--- src/rtl/ecc_fix_pkg.sv ---
package ecc_fix_pkg;

  typedef enum logic [1:0] {
    ST_CLEAN = 2'd0,
    ST_FIXED = 2'd1,
    ST_BAD   = 2'd2
  } ecc_status_e;

  typedef enum logic [2:0] {
    PH_IDLE   = 3'd0,
    PH_READ   = 3'd1,
    PH_MODIFY = 3'd2,
    PH_WRITE  = 3'd3,
    PH_FINISH = 3'd4
  } rmw_phase_e;

  localparam int unsigned BYTE_BITS = 8;

endpackage

--- src/rtl/ecc_rst_sync.sv ---
module ecc_rst_sync #(
  parameter int unsigned STAGES = 2
) (
  input  logic clk,
  input  logic rst_n,
  output logic rst_sync_n
);

  logic [STAGES-1:0] chain_q;
  logic [STAGES-1:0] chain_d;

  always_comb begin
    chain_d = {chain_q[STAGES-2:0], 1'b1};
  end

  always_ff @(posedge clk or negedge rst_n) begin
    if (!rst_n) begin
      chain_q <= '0;
    end else begin
      chain_q <= chain_d;
    end
  end

  assign rst_sync_n = chain_q[STAGES-1];

endmodule

--- src/rtl/ecc_diff_decode.sv ---
module ecc_diff_decode
  import ecc_fix_pkg::*;
#(
  parameter int unsigned HALF_W       = 12,
  parameter int unsigned SECTOR_BYTES = 512,
  localparam int unsigned CODE_W      = 2 * HALF_W,
  localparam int unsigned BYTE_W      = HALF_W - 3
) (
  input  logic [CODE_W-1:0] calc_code,
  input  logic [CODE_W-1:0] stored_code,
  output ecc_status_e       status_o,
  output logic [BYTE_W-1:0] loc_byte,
  output logic [2:0]        loc_bit,
  output logic              need_fix
);

  logic [CODE_W-1:0] diff;
  logic [HALF_W-1:0] upper_half;
  logic [HALF_W-1:0] lower_half;
  logic              pair_ok;
  logic              in_range;
  logic              lone_bit;
  logic [BYTE_W-1:0] idx;

  always_comb begin
    diff       = calc_code ^ stored_code;
    upper_half = diff[CODE_W-1:HALF_W];
    lower_half = diff[HALF_W-1:0];
    pair_ok    = (upper_half ^ lower_half) == {HALF_W{1'b1}};
    idx        = upper_half[HALF_W-1:3];
    in_range   = 32'(idx) < SECTOR_BYTES;
    lone_bit   = $onehot(diff);

    status_o = ST_BAD;
    loc_byte = '0;
    loc_bit  = '0;
    need_fix = 1'b0;

    if (diff == '0) begin
      status_o = ST_CLEAN;
    end else if (pair_ok) begin
      loc_byte = idx;
      loc_bit  = upper_half[2:0];
      if (in_range) begin
        status_o = ST_FIXED;
        need_fix = 1'b1;
      end
    end else if (lone_bit) begin
      status_o = ST_FIXED;
    end
  end

  // a repair request only ever comes with the corrected status
  always_comb begin
    a_r3_fix_implies_fixed: assert (!need_fix || status_o == ST_FIXED);
  end

endmodule

--- src/rtl/ecc_result_hold.sv ---
module ecc_result_hold
  import ecc_fix_pkg::*;
#(
  parameter int unsigned BYTE_W = 9
) (
  input  logic              clk,
  input  logic              rst_n,
  input  logic              load,
  input  ecc_status_e       status_d,
  input  logic [BYTE_W-1:0] byte_d,
  input  logic [2:0]        bit_d,
  input  logic              fix_d,
  output ecc_status_e       status_q,
  output logic [BYTE_W-1:0] byte_q,
  output logic [2:0]        bit_q,
  output logic              fix_q
);

  ecc_status_e       status_n;
  logic [BYTE_W-1:0] byte_n;
  logic [2:0]        bit_n;
  logic              fix_n;

  always_comb begin
    status_n = status_q;
    byte_n   = byte_q;
    bit_n    = bit_q;
    fix_n    = fix_q;
    if (load) begin
      status_n = status_d;
      byte_n   = byte_d;
      bit_n    = bit_d;
      fix_n    = fix_d;
    end
  end

  always_ff @(posedge clk or negedge rst_n) begin
    if (!rst_n) begin
      status_q <= ST_CLEAN;
      byte_q   <= '0;
      bit_q    <= '0;
      fix_q    <= 1'b0;
    end else begin
      status_q <= status_n;
      byte_q   <= byte_n;
      bit_q    <= bit_n;
      fix_q    <= fix_n;
    end
  end

  // without a load the held result does not move
  a_r8_result_held: assert property (@(posedge clk) disable iff (!rst_n)
    !load |=> ($stable(status_q) && $stable(byte_q) && $stable(bit_q) && $stable(fix_q)));

endmodule

--- src/rtl/ecc_rmw_ctrl.sv ---
module ecc_rmw_ctrl
  import ecc_fix_pkg::*;
#(
  parameter int unsigned BYTE_W       = 9,
  parameter int unsigned SECTOR_BYTES = 512,
  localparam int unsigned ADDR_W      = $clog2(SECTOR_BYTES)
) (
  input  logic                 clk,
  input  logic                 rst_n,
  input  logic                 in_valid,
  input  logic                 need_fix,
  input  logic [BYTE_W-1:0]    loc_byte,
  input  logic [2:0]           loc_bit,
  input  logic [BYTE_BITS-1:0] ram_rdata,
  output logic                 accept,
  output logic [ADDR_W-1:0]    ram_addr,
  output logic                 ram_rd_en,
  output logic                 ram_wr_en,
  output logic [BYTE_BITS-1:0] ram_wdata,
  output logic                 done
);

  rmw_phase_e           phase_q;
  rmw_phase_e           phase_d;
  logic [BYTE_BITS-1:0] wdata_q;
  logic [BYTE_BITS-1:0] wdata_d;
  logic                 wdata_en;
  logic [BYTE_BITS-1:0] flip_mask;

  always_comb begin
    accept = (phase_q == PH_IDLE) || (phase_q == PH_FINISH);
    phase_d = phase_q;
    unique case (phase_q)
      PH_IDLE, PH_FINISH: begin
        if (in_valid) phase_d = need_fix ? PH_READ : PH_FINISH;
        else          phase_d = PH_IDLE;
      end
      PH_READ:   phase_d = PH_MODIFY;
      PH_MODIFY: phase_d = PH_WRITE;
      PH_WRITE:  phase_d = PH_FINISH;
      default:   phase_d = PH_IDLE;
    endcase
  end

  always_comb begin
    flip_mask = {{(BYTE_BITS-1){1'b0}}, 1'b1} << loc_bit;
    wdata_en  = (phase_q == PH_MODIFY);
    wdata_d   = ram_rdata ^ flip_mask;
  end

  always_ff @(posedge clk or negedge rst_n) begin
    if (!rst_n) begin
      phase_q <= PH_IDLE;
      wdata_q <= '0;
    end else begin
      phase_q <= phase_d;
      if (wdata_en) wdata_q <= wdata_d;
    end
  end

  assign ram_addr  = loc_byte[ADDR_W-1:0];
  assign ram_rd_en = (phase_q == PH_READ);
  assign ram_wr_en = (phase_q == PH_WRITE);
  assign ram_wdata = wdata_q;
  assign done      = (phase_q == PH_FINISH);

  // a write always follows its read by exactly two cycles
  a_r7_write_after_read: assert property (@(posedge clk) disable iff (!rst_n)
    ram_wr_en |-> $past(ram_rd_en, 2));

  // written byte is the byte read back with one bit flipped
  a_r7_write_data: assert property (@(posedge clk) disable iff (!rst_n)
    ram_wr_en |-> (ram_wdata == ($past(ram_rdata) ^ flip_mask)));

  // the RAM is never addressed outside the sector
  a_r4_addr_in_sector: assert property (@(posedge clk) disable iff (!rst_n)
    (ram_rd_en || ram_wr_en) |-> (32'(ram_addr) < SECTOR_BYTES));

  // read, write and done never overlap
  a_r10_exclusive: assert property (@(posedge clk) disable iff (!rst_n)
    $onehot0({ram_rd_en, ram_wr_en, done}));

  // done after a repair comes one cycle after the write
  a_r7_done_after_write: assert property (@(posedge clk) disable iff (!rst_n)
    ram_wr_en |=> done);

endmodule

--- src/rtl/ecc_sector_fixer.sv ---
module ecc_sector_fixer
  import ecc_fix_pkg::*;
#(
  parameter int unsigned HALF_W       = 12,
  parameter int unsigned SECTOR_BYTES = 512,
  localparam int unsigned CODE_W      = 2 * HALF_W,
  localparam int unsigned BYTE_W      = HALF_W - 3,
  localparam int unsigned ADDR_W      = $clog2(SECTOR_BYTES)
) (
  input  logic                 clk,
  input  logic                 rst_n,
  input  logic                 in_valid,
  input  logic [CODE_W-1:0]    calc_code,
  input  logic [CODE_W-1:0]    stored_code,
  output logic [1:0]           status,
  output logic [BYTE_W-1:0]    err_byte,
  output logic [2:0]           err_bit,
  output logic                 fix_en,
  output logic                 done,
  output logic [ADDR_W-1:0]    ram_addr,
  output logic                 ram_rd_en,
  input  logic [BYTE_BITS-1:0] ram_rdata,
  output logic                 ram_wr_en,
  output logic [BYTE_BITS-1:0] ram_wdata
);

  logic              rst_core_n;
  ecc_status_e       dec_status;
  logic [BYTE_W-1:0] dec_byte;
  logic [2:0]        dec_bit;
  logic              dec_fix;
  logic              accept;
  logic              load;
  ecc_status_e       held_status;

  ecc_rst_sync #(.STAGES(2)) i_rst_sync (
    .clk        (clk),
    .rst_n      (rst_n),
    .rst_sync_n (rst_core_n)
  );

  ecc_diff_decode #(
    .HALF_W       (HALF_W),
    .SECTOR_BYTES (SECTOR_BYTES)
  ) i_decode (
    .calc_code   (calc_code),
    .stored_code (stored_code),
    .status_o    (dec_status),
    .loc_byte    (dec_byte),
    .loc_bit     (dec_bit),
    .need_fix    (dec_fix)
  );

  assign load = in_valid && accept;

  ecc_result_hold #(.BYTE_W(BYTE_W)) i_hold (
    .clk      (clk),
    .rst_n    (rst_core_n),
    .load     (load),
    .status_d (dec_status),
    .byte_d   (dec_byte),
    .bit_d    (dec_bit),
    .fix_d    (dec_fix),
    .status_q (held_status),
    .byte_q   (err_byte),
    .bit_q    (err_bit),
    .fix_q    (fix_en)
  );

  ecc_rmw_ctrl #(
    .BYTE_W       (BYTE_W),
    .SECTOR_BYTES (SECTOR_BYTES)
  ) i_rmw (
    .clk       (clk),
    .rst_n     (rst_core_n),
    .in_valid  (in_valid),
    .need_fix  (dec_fix),
    .loc_byte  (err_byte),
    .loc_bit   (err_bit),
    .ram_rdata (ram_rdata),
    .accept    (accept),
    .ram_addr  (ram_addr),
    .ram_rd_en (ram_rd_en),
    .ram_wr_en (ram_wr_en),
    .ram_wdata (ram_wdata),
    .done      (done)
  );

  assign status = held_status;

  // the RAM is only written for a check that reported a repair
  a_r5_write_only_when_fixing: assert property (@(posedge clk) disable iff (!rst_core_n)
    ram_wr_en |-> (fix_en && held_status == ST_FIXED));

  // a clean result never carries a location
  a_r2_clean_no_location: assert property (@(posedge clk) disable iff (!rst_core_n)
    (held_status == ST_CLEAN) |-> (!fix_en && err_byte == '0 && err_bit == '0));

endmodule

--- config.mk ---
export PLATFORM = sky130hd
export DESIGN_NAME = ecc_sector_fixer
export DESIGN_NICKNAME = d
export VERILOG_FILES = /design/src/rtl/ecc_fix_pkg.sv /design/src/rtl/ecc_rst_sync.sv /design/src/rtl/ecc_diff_decode.sv /design/src/rtl/ecc_result_hold.sv /design/src/rtl/ecc_rmw_ctrl.sv /design/src/rtl/ecc_sector_fixer.sv
export SDC_FILE = /design/constraint.sdc
export NUM_CORES = 1
export LEC_CHECK = 0
export BUFFER_PORTS_ARGS = -buffer_cell sky130_fd_sc_hd__buf_2
export CAP_MARGIN = 25
export CORE_ASPECT_RATIO = 0.6
export CORE_MARGIN = 2
export CORE_UTILIZATION = 35
export CTS_CLUSTER_SIZE = 8
export DETAILED_ROUTE_END_ITERATION = 16
export GPL_TIMING_DRIVEN = 1
export PLACE_DENSITY = 0.55
export SLEW_MARGIN = 5
export SYNTH_ARGS = -nofsm -noshare
export SYNTH_HDL_FRONTEND = slang
export SYNTH_SLANG_ARGS = --single-unit
--- constraint.sdc ---
create_clock -name clk -period 1.05 [get_ports clk]
set_input_delay 0.105 -clock clk [delete_from_list [all_inputs] [get_ports clk]]
set_output_delay 0.105 -clock clk [all_outputs]
set_load 0.02 [all_outputs]
==> impl_metrics.json, run 1 <==
{
  "port_buffers": 93,
  "power_density_nw_per_um2": 2030,
  "clkTransAtPathRegs_ns": 0.07,
  "grt_setup_unrepaired": "true",
  "yosysTopAreaCell": "dfrtp_1",
  "cp_max_fo": 3,
  "yosys.area_share.adder_pct": 27.5,
  "fmax_mhz": 232,
  "cpMaxStageDelayCell": "fa_1",
  "routed_wl_um": 7440,
  "slew_viol_final": 0,
  "vias": 2328,
  "syn_area_per_cell_um2": 9.93,
  "drc": 0,
  "multi_input_area_um2": 2360,
  "clockRootBuffer": "clkbuf_16",
  "crit_arrival_ns": 4.48,
  "rr_endpoint": "i_hold.bit_q[0]",
  "n_antenna_cell": 0,
  "fp-row-count": 24,
  "syn_inst": 277,
  "r2r-start": "i_rmw.phase_q[0]",
  "synth_top_family_by_area": "adder cells",
  "fp.dieW_um": 118,
  "grt-ovfl-total": 0,
  "cp_top_family": "adder cells",
  "hp-class": "in2reg",
  "drt_pass1_iterations": 4,
  "area_delta_synth_final_pct": 70.9,
  "maxCapViolCount": 0,
  "cts.sinks": 28,
  "whs_path_depth": 3,
  "setup_violations": 29,
  "slowest_delay_ns": 0.53,
  "synthArstFlopShare_pct": 100,
  "gp_congestion": 0.835,
  "vdd_drop_max_mv": 1.82,
  "cp_cell_sequence": "buf_2 -> xnor2_4 -> buf_4 -> ha_4 -> inv_1 -> fa_2 -> fa_1 -> fa_1 -> fa_1 -> inv_1 -> fa_1 -> ha_2 -> fa_2 -> nor3_4 -> nand3_1 -> a32o_1",
  "clockBufferDepth": 2,
  "grt_pass1_vias": 2364,
  "cts_tree": "built",
  "final-seq-area_um2": 706,
  "synth_top_cells_by_count": "inv_1 (55), ha_1 (30), xnor2_1 (29)",
  "dpl.hpwl_um": 5640,
  "grt_pass1_wl_um": 11600,
  "start_util_pct": 36.9,
  "yosys-mux-area-fraction_pct": 0,
  "worstPathRequired_ns": 1.22,
  "worst_path_most_repeated_cell": "fa_1",
  "yosys.area_share.simple_pct": 12.6,
  "yosysMostFrequentCell": "inv_1",
  "violations": "setup timing",
  "final_nets": 536,
  "whs_endpoint": "i_rmw.ram_wdata[1]",
  "fin_crit_sh_pct": 411,
  "ys.flop_type": "dfrtp_1",
  "ys_ff_latch": 28,
  "rr_worst_depth": 6,
  "ys_types": 33,
  "netlist_top_cells_area": "dfrtp_1 (25%), fa_1 (14%), ha_1 (14%)",
  "post-route-min-period_ns": 4.31,
  "power.leakage_nw": 2.30,
  "syn_nets": 385,
  "endpoint_kind": "register",
  "yosys_warnings": 0,
  "fp.dieArea_um2": 8610,
  "track_usage_pct": 17.6,
  "die_y_um": 72.7,
  "utilization_pct": 63.1,
  "hold_violations": 0,
  "skew_ns": 0.00599,
  "grt_antenna_before_repair": 0,
  "nFillCells": 627,
  "cts_buffers": 3,
  "boundaryPins": 94,
  "path_buf_inv": 4,
  "grt_max_degree": 27,
  "drtIter0Drc": 67,
  "avgViaCountPerCell": 4.38,
  "synth-xor-area-share_pct": 17.4,
  "critical_path_class": "in2reg",
  "synth_top_area_share_pct": 25.5,
  "synth_edf_count": 0,
  "min_from": "ram_rdata[1]",
  "synth_compound_area_share_pct": 5.87,
  "cp-start-kind": "input port",
  "ant_nets": 0,
  "htree_levels": 1,
  "startpoint": "stored_code[11]",
  "wl_per_cell_um": 14.0,
  "tns_ns": -18.95,
  "whs_ns": 0.119,
  "status": "finished with violations",
  "clock_latency_ns": 0.27,
  "fin_ws_ns": -3.26,
  "yosysSeqAreaShare_pct": 25.5,
  "timing.reg2reg.setup_slack_ns": -0.32,
  "drive_above_1_share_pct": 60.4,
  "core_um2": 7450,
  "syn_area_um2": 2750
}
-- layout make-up --
type                       count  share of cell area, %
multi-input combinational    179                   50.2
timing repair buffer         161                   25.4
sequential                    28                   15.0
inverter                      55                   4.39
tap                          104                   2.77
clock buffer                   3                   1.60
clock inverter                 1                  0.639
-- logic make-up after synthesis --
logic type,Yosys count
adders and majority gates,49
DFF,28
other,1
and+or+nand+nor,59
xor gates and xnor gates,46
AOI/OAI and AO/OA,24
buffers and inverters,70
-- through the flow --
stage | power [W] | area (µm²) | worst slack, ns | cells
2_1_floorplan | 0.00529 | 3130 | -3.26 | 277
3_3_place_gp | 0.00659 | 3880 | -3.56 | 495
3_5_place_dp | 0.00672 | 3880 | -3.64 | 495
4_1_cts | 0.00872 | 4500 | -3.26 | 525
5_1_grt | 0.0102 | 4700 | -3.38 | 531
6_report | 0.00956 | 4700 | -3.26 | 531
-- repair_timing --
| item | 4_1_cts | 5_1_grt |
|---|---|---|
| endpoints found under the setup margin | 32 | 29 |
| gates resized for setup | 64 | 46 |
| hold buffers | 1 | 0 |
| pin swaps | 22 | 15 |
| hold endpoints to repair | 2 | 0 |
| setup buffers | 23 | 8 |
| cloned | 2 | 0 |
-- worst reg2reg max path: cells and delay by family, from the launching register on --
kind	cells	cell delay, ns
AO/OA/AOI/OAI	1	0.10
flip-flops	1	0.40
AND/OR/NAND/NOR	4	0.58
buffers and inverters	1	0.22
-- cells in the final DEF (no fill, tap or decap), types with 7 or more instances in the layout --
master	instances
inv_1	49
dfrtp_1	24
buf_6	23
a21oi_2	8
nand2_1	20
buf_4	49
o21ai_2	11
ha_2	7
nor2_4	8
xnor2_4	21
fa_1	14
buf_2	80
ha_1	18
xnor2_1	13
-- how the worst max path moves through the flow --
stage                          to  slack [ns]  cells past startpoint
6_report       i_hold.status_q[1]       -3.26                     16
5_1_grt        i_hold.status_q[1]       -3.38                     16
4_1_cts        i_hold.status_q[1]       -3.26                     16
3_5_place_dp   i_hold.status_q[1]       -3.64                     17
3_3_place_gp   i_hold.status_q[1]       -3.56                     17
2_1_floorplan  i_hold.status_q[1]       -3.26                     16
-- state kept, by name (all words and copies together) (netlist names) --
| signal | count |
|---|---|
| i_hold.status_q | 2 |
| i_hold.bit_q | 3 |
| i_hold.byte_q | 9 |
| i_rmw.phase_q | 3 |
| i_rst_sync.chain_q | 2 |
| i_hold.fix_q | 1 |
| i_rmw.ram_wdata | 8 |
-- power by group --
part	switching, W	internal (W)
logic	0.00372	0.00353
clock network	0.000398	0.000761
registers	0.0000266	0.00112
total	0.00415	0.00541
-- metal layers --
layer,global-route usage [%],part of all wire [%],up-vias
met5,0,0,-
li1,-,-,1140
met3,4.22,5.4,7
met2,28.6,46,75
met1,24.3,47,1106
met4,3.70,1.2,0
Note: power is estimated with default switching activity, not from simulation.
==> inputs of run 2 (changes only) <==
Clock period 1.05 ns to 5 ns, I/O delays scaled along.
==> impl_metrics.json, run 2 (synthesis gave the netlist of run 1 again) <==
{
  "setup_violations": 0,
  "grt_pass1_vias": 2052,
  "avgViaCountPerCell": 4.28,
  "tns_ns": 0,
  "drt_pass1_iterations": 4,
  "slew_viol_final": 0,
  "routed_wl_um": 6060,
  "htree_levels": 1,
  "stdcell_count": 493,
  "port_buffers": 93,
  "drtIter0Drc": 83,
  "skew_ns": 0.00428,
  "rr_worst_depth": 5,
  "boundaryPins": 94,
  "vdd_drop_max_mv": 0.427,
  "die_y_um": 72.7,
  "relSlewSlack_pct": 59.1,
  "track_usage_pct": 14.6,
  "r2r-start": "i_rmw.phase_q[0]",
  "cp-start-kind": "input port",
  "power.leakage_nw": 1.95,
  "gp_congestion": 0.790,
  "clockRootBuffer": "clkbuf_16",
  "wl_per_cell_um": 12.3,
  "power_density_nw_per_um2": 454,
  "whs_ns": 0.00782,
  "drc": 0,
  "largest_register": "i_hold.byte_q",
  "largest_reg_flops": 9,
  "dpl.hpwl_um": 5230,
  "layout_common_cells": "buf_2 (93), inv_1 (54), ha_1 (28), dfrtp_1 (28), buf_4 (28)",
  "core_um2": 7450,
  "endpoint_kind": "register",
  "dpl.cell_count": 488,
  "grt-ovfl-total": 0,
  "fp-row-count": 24,
  "hold_buffers": 0,
  "clock_latency_ns": 0.26,
  "fmax_mhz": 209,
  "drive_above_1_share_pct": 42.4,
  "place_area_um2": 3530,
  "n_antenna_cell": 0,
  "cp_max_fo": 2,
  "start_util_pct": 36.9,
  "hp-class": "in2async",
  "utilization_pct": 49.8,
  "area_delta_synth_final_pct": 34.8,
  "fin_crit_sh_pct": 95.5,
  "final_nets": 498,
  "final_common_cell": "buf_2",
  "grt_antenna_before_repair": 0,
  "cts_buffers": 3,
  "tightest_slew_ns": 0.612,
  "status": "finished, final reports clean",
  "post-route-min-period_ns": 4.77,
  "ant_nets": 0,
  "fp.dieW_um": 118,
  "grt_max_degree": 20,
  "hold_violations": 0,
  "fp.dieArea_um2": 8610,
  "cts_tree": "built",
  "grt_pass1_wl_um": 10000,
  "grt_setup_unrepaired": "false",
  "clkTransAtPathRegs_ns": 0.07,
  "crit_arrival_ns": 4.93,
  "cts.sinks": 28,
  "critical_path_class": "in2reg",
  "timing.reg2reg.setup_slack_ns": 2.95,
  "clockBufferDepth": 2,
  "vias": 2110,
  "maxCapViolCount": 0,
  "worstPathRequired_ns": 5.15,
  "postLayoutCellArea_um2": 3710,
  "rr_endpoint": "i_hold.bit_q[2]"
}
==> run 2: cell types whose count changed in the layout (fill, tap and decap cells not counted), sizes merged <==
cell         previous run  this run
dlygate4sd3             1         0
buf                   159       122
bufinv                  1         0
clkbuf                  4         5
==> run 2: timing repair <==
action / 4_1_cts / 5_1_grt
cloned: 0 / 0
pin swaps: 0 / 11
setup endpoints to repair: 1 / 2
resized for setup: 2 / 12
buffers inserted: 0 / 0
==> run 2: layout make-up <==
cell class / instances / area (µm²)
inverters: 55 / 206
multi-input cells: 179 / 1870
clock buffers: 4 / 88.8
well taps: 104 / 130
repair buffers: 123 / 717
fillers: 732 / 3740
flip-flops and latches: 28 / 701
==> run 2: worst max path at each step <==
stage,from,end,slack (ns),depth (start not counted)
after floorplan,stored_code[22],i_hold.status_q[1],0.02,16
after global placement,stored_code[18],i_hold.status_q[1],-0.25,17
after detailed placement,stored_code[17],i_hold.status_q[1],-0.29,17
after CTS,stored_code[23],i_hold.status_q[1],0.04,17
after global routing,calc_code[4],i_hold.status_q[1],0.006,18
final,calc_code[4],i_hold.status_q[1],0.23,18
==> run 2: report_power, final <==
group          internal [W]  switching [W]  leakage (nW)
Combinational      0.000586       0.000658          1.57
Clock              0.000123      0.0000782        0.0442
Sequential         0.000235     0.00000550         0.339
Total              0.000944       0.000741          1.95
==> run 2: stage by stage <==
step / power, W / worst slack (ns)
floorplan: 0.00109 / 0.0157
global placement: 0.00136 / -0.248
detailed placement: 0.00140 / -0.293
CTS: 0.00167 / 0.0405
global route: 0.00188 / 0.00633
finish: 0.00169 / 0.225
==> run 2: metal layers <==
| layer | global-route usage, % | wire (µm) | vias up |
|---|---|---|---|
| met4 | 1.19 | 24 | 0 |
| met3 | 2.89 | 341 | 2 |
| met1 | 22.6 | 3200 | 981 |
| li1 | - | - | 1060 |
| met2 | 21.8 | 2500 | 67 |
| met5 | 0 | 0 | - |
==> run 2: worst max-delay path, cell delays in order <==
cell     delay (ns)
buf_2          0.10
xnor2_1        0.12
buf_4          0.14
buf_4          0.14
ha_1           0.27
inv_1          0.05
fa_2           0.35
fa_1           0.49
fa_1           0.51
fa_1           0.51
inv_1          0.05
fa_1           0.45
ha_2           0.21
fa_2           0.36
xor2_1         0.17
nor3_2         0.20
nand3_1        0.10
a32o_1         0.22
